==> src/rtl/irq_flag_pkg.sv <==
package irq_flag_pkg;
  localparam int PORT_W = 4;
  localparam int SRC_N  = 3;

  // Per-source set strobes from control to datapath
  typedef struct packed {
    logic tmrSet;
    logic extSet;
    logic portSet;
  } setStb_t;
endpackage

==> src/rtl/irq_sync.sv <==
module irq_sync #(
  parameter int W      = 1,
  parameter int STAGES = 2
) (
  input  logic         clk,
  input  logic         rstN,
  input  logic [W-1:0] din,
  output logic [W-1:0] dout
);
  logic [W-1:0] stg [STAGES];

  always_ff @(posedge clk or negedge rstN) begin
    if (!rstN) begin
      for (int i = 0; i < STAGES; i++) stg[i] <= '0;
    end else begin
      stg[0] <= din;
      for (int i = 1; i < STAGES; i++) stg[i] <= stg[i-1];
    end
  end

  assign dout = stg[STAGES-1];
endmodule

==> src/rtl/irq_flag_ctrl.sv <==
module irq_flag_ctrl
  import irq_flag_pkg::*;
#(
  parameter int PW          = PORT_W,
  parameter int SYNC_STAGES = 2
) (
  input  logic          clk,
  input  logic          rstN,
  input  logic          edgeRise,
  input  logic          extPin,
  input  logic [PW-1:0] portHi,
  input  logic          tmrOvf,
  input  logic          portRead,
  output setStb_t       setStb
);
  localparam int SW = PW + 1;

  logic [SW-1:0] syncOut;
  logic          extNow;
  logic          extPrev;
  logic [PW-1:0] portNow;
  logic [PW-1:0] portLatch;

  irq_sync #(.W(SW), .STAGES(SYNC_STAGES)) u_sync (
    .clk  (clk),
    .rstN (rstN),
    .din  ({extPin, portHi}),
    .dout (syncOut)
  );

  assign extNow  = syncOut[SW-1];
  assign portNow = syncOut[PW-1:0];

  always_ff @(posedge clk or negedge rstN) begin
    if (!rstN) begin
      extPrev   <= 1'b0;
      portLatch <= '0;
    end else begin
      extPrev <= extNow;
      if (portRead) portLatch <= portNow;
    end
  end

  // Edge picked by option input; read relatch beats a coincident change
  always_comb begin
    setStb.extSet  = edgeRise ? (extNow & ~extPrev) : (~extNow & extPrev);
    setStb.tmrSet  = tmrOvf;
    setStb.portSet = (portNow != portLatch) && !portRead;
  end

  AST_RISE_ONE_SHOT: assert property (@(posedge clk) disable iff (!rstN)
    (setStb.extSet && edgeRise) |=> !(setStb.extSet && edgeRise));

  AST_READ_RELATCH: assert property (@(posedge clk) disable iff (!rstN)
    portRead |=> (portLatch == $past(portNow)));
endmodule

==> src/rtl/irq_flag_dp.sv <==
module irq_flag_dp
  import irq_flag_pkg::*;
(
  input  logic       clk,
  input  logic       rstN,
  input  setStb_t    setStb,
  input  logic       ctlWrEn,
  input  logic [7:0] ctlWrData,
  input  logic       sleeping,
  output logic [7:0] ctlRdData,
  output logic       irqReq,
  output logic       wakeReq
);
  logic             globalEn;
  logic [SRC_N-1:0] enQ;
  logic [SRC_N-1:0] flagQ;
  logic [SRC_N-1:0] sleepMask;
  logic [SRC_N-1:0] hwSet;
  logic [SRC_N-1:0] flagNext;

  // Bit order {timer, external, port} matches enables at 5:3 and flags at 2:0
  assign hwSet    = setStb;
  assign flagNext = (ctlWrEn ? ctlWrData[SRC_N-1:0] : flagQ) | hwSet;

  always_ff @(posedge clk or negedge rstN) begin
    if (!rstN) begin
      globalEn  <= 1'b0;
      enQ       <= '0;
      flagQ     <= '0;
      sleepMask <= '0;
    end else begin
      flagQ <= flagNext;
      if (ctlWrEn) begin
        globalEn <= ctlWrData[7];
        enQ      <= ctlWrData[5:3];
      end
      if (!sleeping) sleepMask <= enQ;
    end
  end

  assign ctlRdData = {globalEn, 1'b0, enQ, flagQ};
  assign irqReq    = globalEn & |(flagQ & enQ);
  assign wakeReq   = sleeping & |(flagQ & sleepMask);

  AST_FLAG_STICKY: assert property (@(posedge clk) disable iff (!rstN)
    !ctlWrEn |=> ((flagQ & $past(flagQ)) == $past(flagQ)));

  AST_HW_SET_WINS: assert property (@(posedge clk) disable iff (!rstN)
    (|hwSet) |=> ((flagQ & $past(hwSet)) == $past(hwSet)));

  AST_REQ_CAUSE: assert property (@(posedge clk) disable iff (!rstN)
    $rose(irqReq) |-> ($past(ctlWrEn) || $past(|hwSet)));

  AST_WAKE_MASK_FROZEN: assert property (@(posedge clk) disable iff (!rstN)
    (sleeping && $past(sleeping)) |-> $stable(sleepMask));
endmodule

==> src/rtl/irq_flag_ctl.sv <==
module irq_flag_ctl
  import irq_flag_pkg::*;
#(
  parameter int SYNC_STAGES = 2
) (
  input  logic              clk,
  input  logic              rstN,
  input  logic              edgeRise,
  input  logic              extPin,
  input  logic [PORT_W-1:0] portHi,
  input  logic              tmrOvf,
  input  logic              portRead,
  input  logic              sleeping,
  input  logic              ctlWrEn,
  input  logic [7:0]        ctlWrData,
  output logic [7:0]        ctlRdData,
  output logic              irqReq,
  output logic              wakeReq
);
  setStb_t setStb;

  irq_flag_ctrl #(.PW(PORT_W), .SYNC_STAGES(SYNC_STAGES)) u_ctrl (
    .clk      (clk),
    .rstN     (rstN),
    .edgeRise (edgeRise),
    .extPin   (extPin),
    .portHi   (portHi),
    .tmrOvf   (tmrOvf),
    .portRead (portRead),
    .setStb   (setStb)
  );

  irq_flag_dp u_dp (
    .clk       (clk),
    .rstN      (rstN),
    .setStb    (setStb),
    .ctlWrEn   (ctlWrEn),
    .ctlWrData (ctlWrData),
    .sleeping  (sleeping),
    .ctlRdData (ctlRdData),
    .irqReq    (irqReq),
    .wakeReq   (wakeReq)
  );
endmodule

==> config.mk <==
export PLATFORM = sky130hd
export DESIGN_NAME = irq_flag_ctl
export DESIGN_NICKNAME = d
export VERILOG_FILES = /design/src/rtl/irq_flag_pkg.sv /design/src/rtl/irq_sync.sv /design/src/rtl/irq_flag_ctrl.sv /design/src/rtl/irq_flag_dp.sv /design/src/rtl/irq_flag_ctl.sv
export SDC_FILE = /design/constraint.sdc
export NUM_CORES = 1
export LEC_CHECK = 0
export ABC_CLOCK_PERIOD_IN_PS = 1700
export BUFFER_PORTS_ARGS = -buffer_cell sky130_fd_sc_hd__buf_2
export CORE_MARGIN = 1
export CORE_UTILIZATION = 40
export DETAILED_ROUTE_END_ITERATION = 7
export PLACE_DENSITY = 0.69
export SLEW_MARGIN = 20
export SYNTH_ARGS = -nofsm -noshare
export SYNTH_HDL_FRONTEND = slang
export SYNTH_SLANG_ARGS = --single-unit
==> constraint.sdc <==
create_clock -name clk -period 1.7 [get_ports clk]
set_clock_uncertainty 0.2 [all_clocks]
set_input_delay 0.34 -clock clk [delete_from_list [all_inputs] [get_ports clk]]
set_output_delay 0.34 -clock clk [all_outputs]
set_load 0.1 [all_outputs]
; Word-level counts from Yosys, hierarchy flattened
; Cells that the tools add are included.
[totals]
word_cells = 24
ff_bits = 25
out_inout_bits = 10
input_bits = 20
[classes]
n_reduce_logical = 4
muxes = 2
bitwise_logic = 9
n_eq_ne = 1
[op_table]
columns = cell, n
row1 = 3-bit AND, 2
row2 = 3-bit OR reduction, 2
row3 = 1-bit AND, 4
row4 = 4-bit inequality test, 1
row5 = 3-bit two-way mux, 1
row6 = 3-bit bitwise OR, 1
row7 = 1-bit NOT, 2
row8 = 1-bit logical AND, 1
row9 = 1-bit zero test, 1
row10 = 1-bit two-way mux, 1

; Longest topological paths before layout
[depth]
ltp_word = 4
ltp_mapped = 3
ltp_nobuf = 3

; Cells and area by module
; A second synthesis with hierarchy kept.
[hier_totals]
hier_cells = 64
area_unflattened_um2 = 984.7
[by_module_without_submodules]
columns = mod, seq_area_each_um2, cells_each, area_per_inst_um2, instances
row1 = irq_flag_dp, 250.2, 31, 459.2, 1
row2 = irq_sync, 250.2, 15, 287.8, 1
row3 = irq_flag_ctrl, 125.1, 18, 237.7, 1

; Worst setup path before layout
; Ideal clock, no wire load.
[synth_path]
kind = register to output
from = reg u_dp.enQ[0]
to = out irqReq
required_time_ns = 1.160
arrival_ns = 2.565
setup_slack_ns = -1.405
path_stages_with_launch = 3
n_path_buf = 0
path_cell_list = dfrtp_1 > a222oi_1 > nor2b_1
[synth_between]
elab_chain_cells = 3
[synth_lines]
columns = element, line
row1 = from (decl), irq_flag_dp.sv:15  ; logic [SRC_N-1:0] enQ;
row2 = from (signal assigned), irq_flag_dp.sv:35  ; enQ <= ctlWrData[5:3];
row3 = 3-bit AND, irq_flag_dp.sv:42  ; assign irqReq = globalEn & |(flagQ & enQ);
row4 = 3-bit OR reduction, irq_flag_dp.sv:42
row5 = 1-bit AND, irq_flag_dp.sv:42
row6 = to (decl), irq_flag_ctl.sv:17  ; output logic irqReq,
; Every way passes these cells.

; Worst setup path after layout
; Ends and elaborated chain as after synthesis.

==> flow_metrics.env <==
export IMPL_status="finished with violations"
export IMPL_violations="negative setup slack"
export IMPL_r2r_start="u_dp.enQ[0]"
export IMPL_synth_top_area_cell="dfrtp_1"
export IMPL_syn_nets=78
export IMPL_numCtsBuffers=3
export IMPL_cts_tree="done"
export IMPL_crit_arrival_ns=1.53
export IMPL_antenna_left=0
export IMPL_grt_util_met1_pct=16.8
export IMPL_slowest_delay_ns=0.49
export IMPL_seq_area_frac_synth_pct=69.1
export IMPL_wl_per_cell_um=11.3
export IMPL_grt_pass1_vias=530
export IMPL_gp_congestion=0.712
export IMPL_final_setup_viol_count=2
export IMPL_timing_final_crit_period_ns=2.07
export IMPL_fp_dieH_um=49.6
export IMPL_drtIter0Drc=6
export IMPL_clk_path_buf_depth=2
export IMPL_slew_viol_final=0
export IMPL_synth_top_area_share_pct=69.1
export IMPL_vias=583
export IMPL_path_max_fanout=2
export IMPL_synth_seq_cells=25
export IMPL_yosysWarningCount=0
export IMPL_wirelength_mm=1.43
export IMPL_placed_area_um2=1200
export IMPL_r2r_end="u_dp.enQ[0]"
export IMPL_insertion_delay_ns=0.31
export IMPL_synth_edf_count=0
export IMPL_cp_end_kind="output port"
export IMPL_hold_end="u_dp.flagQ[2]"
export IMPL_grt_max_degree=26
export IMPL_core_rowCount=16
export IMPL_cts_root_buffer="clkbuf_4"
export IMPL_start_util_pct=44.4
export IMPL_cp_top_family="flip-flops"
export IMPL_use_met2_pct=20.5
export IMPL_die_w_um=49.6
export IMPL_hold_viol_final=0
export IMPL_syn2layout_area_growth_pct=49.2
export IMPL_grt_pass1_wl_mm=2.37
export IMPL_drc=0
export IMPL_clkSlewWorstSetupHoldPaths_ns=0.13
export IMPL_setup_ws_ns=-0.369
export IMPL_ys_flop_type="dfrtp_1"
export IMPL_min_from="ctlWrData[2]"
export IMPL_ys_top_cells_by_area="dfrtp_1, mux2_1, xor2_1, mux2_2, a222oi_1"
export IMPL_yosysUniqueCellTypes=16
export IMPL_drt_vias_per_instance=4.63
export IMPL_gr_total_overflow=0
export IMPL_top_usage_layer="met2"
export IMPL_ys_async_sr_fraction_pct=100
export IMPL_htreeDepth=1
export IMPL_startpoint_type="flip-flop"
export IMPL_yosysMostFrequentCell="dfrtp_1"
export IMPL_netlist_instances=58
export IMPL_slew_headroom_pct=64.9
export IMPL_leakagePower_nw=0.614
export IMPL_io_pins=30
export IMPL_numPortBuffers=27
export IMPL_peakVddDrop_uv=628
export IMPL_drive_gt1_share_pct=47.5
export IMPL_crit_type="reg -> out"
export IMPL_die_area_um2=2460
export IMPL_r2r_cells=2
export IMPL_drv_cap=0
export IMPL_tightest_slew_ns=0.527
export IMPL_crit_chain="a222oi_1, buf_4, nor2b_4, buf_12"
export IMPL_netlist_area_um2=906
export IMPL_dp_cells=115
export IMPL_rsz0062_at_grt="true"
export IMPL_core_area_um2=2040
export IMPL_clock_sinks=25
export IMPL_syn_area_per_cell_um2=15.6
export IMPL_fmax_mhz=483
export IMPL_antenna_found_initial=0
export IMPL_gr_usage_met3_pct=2.78
export IMPL_dp_slack_ns=-0.143
export IMPL_hold_depth=2
export IMPL_min_path_type="in -> reg"
export IMPL_finalCritPeriodShare_pct=122
export IMPL_powerDensity_nw_per_um2=1000
export IMPL_crit_required_ns=1.16
export IMPL_drt_pass1_iter_count=4
export IMPL_diodes=0
export IMPL_synthTopCellsByCount="dfrtp_1, mux2_1, xor2_1"
export IMPL_worst_path_buf_inv=2
export IMPL_r2r_setup_slack_ns=0.47
export IMPL_nNetsFinal=120
export IMPL_fin_area_um2=1350
export IMPL_grt_usage_pct=13.5
export IMPL_stdcell_count=126
export IMPL_hpwl_mm=1.08
export IMPL_crit_slowest_cell="dfrtp_4"
-- layout by cell type (no fill, tap or decap), drive strengths merged --
cell / count
xor2: 4
mux2i: 2
nor4: 1
o211ai: 1
nor2b: 3
a211o: 1
buf: 32
conb: 1
mux2: 11
nor2: 1
clkbuf: 4
dlygate4sd3: 7
a222oi: 2
dfrtp: 25
o21ai: 1
clkinvlp: 1
nand2: 2
-- power by group --
part	total (mW)	internal [mW]	switching [mW]
Combinational	0.414	0.167	0.248
Sequential	0.683	0.652	0.0311
Clock	0.259	0.0898	0.169
-- what timing repair did --
item / in CTS / in global routing
buffers inserted: 0 / 0
setup endpoints to repair: 4 / 7
gates cloned: 0 / 0
endpoints found under the hold margin: 30 / 1
pin swaps: 2 / 2
hold buffers: 6 / 1
resized for setup: 11 / 4
-- how the worst max path moves through the flow --
stage	startpoint	endpoint	slack [ns]	cells after the start
5_1_grt	u_dp.enQ[0]	irqReq	-0.49	4
2_1_floorplan	u_dp.enQ[0]	irqReq	-0.18	2
3_3_place_gp	u_dp.enQ[0]	irqReq	-0.15	4
4_1_cts	u_dp.flagQ[0]	irqReq	-0.42	4
3_5_place_dp	u_dp.enQ[0]	irqReq	-0.14	4
6_report	u_dp.enQ[0]	irqReq	-0.37	4
-- final cells by class --
| class | instances | area (um^2) |
|---|---|---|
| clock buffer | 3 | 22.5 |
| clock inverter | 1 | 7.51 |
| fill | 156 | 691 |
| multi-input combinational | 30 | 275 |
| sequential | 25 | 648 |
| tap | 27 | 33.8 |
| timing repair buffer | 40 | 364 |
-- flip-flops by register name, indices dropped and copies added (netlist names) --
register and flops:
u_ctrl.u_sync.stg 5, u_dp.sleepMask 3, u_dp.globalEn 1, u_ctrl.portLatch 4
u_ctrl.extPrev 1, u_dp.enQ 3, u_dp.flagQ 3, u_ctrl.u_sync.dout 5
-- routing by layer --
metal,routed length (um),up-vias
li1,-,282
met4,25,0
met3,95,4
met5,0,-
met1,610,269
met2,698,28
-- worst reg2reg max path, cell delays in order, from the launching register on --
cell and delay [ns]:
dfrtp_4 0.49, buf_4 0.15, mux2_1 0.28
-- stage by stage --
stage / TNS, ns / utilization [%] / hold slack, ns / total power [mW]
2_1_floorplan: -0.354 / - / -0.156 / 0.937
3_3_place_gp: -0.245 / 58.6 / 0.131 / 1.06
3_5_place_dp: -0.244 / 58.6 / 0.143 / 1.06
4_1_cts: -0.805 / 65.0 / 0.00662 / 1.37
5_1_grt: -0.966 / 66.2 / 0.0161 / 1.42
6_report: -0.737 / 66.2 / 0.0318 / 1.36
-- kinds of logic after synthesis --
| family | after synthesis | synth area share (%) |
|---|---|---|
| AOI/OAI and AO/OA | 5 | 4.56 |
| xor gates and xnor gates | 4 | 3.87 |
| buffers and inverters | 3 | 2.21 |
| DFF | 25 | 69.1 |
| muxes | 13 | 15.9 |
| other | 1 | 0.414 |
| and+or+nand+nor | 7 | 4.01 |
No activity file was read; power rests on OpenSTA's default activity.
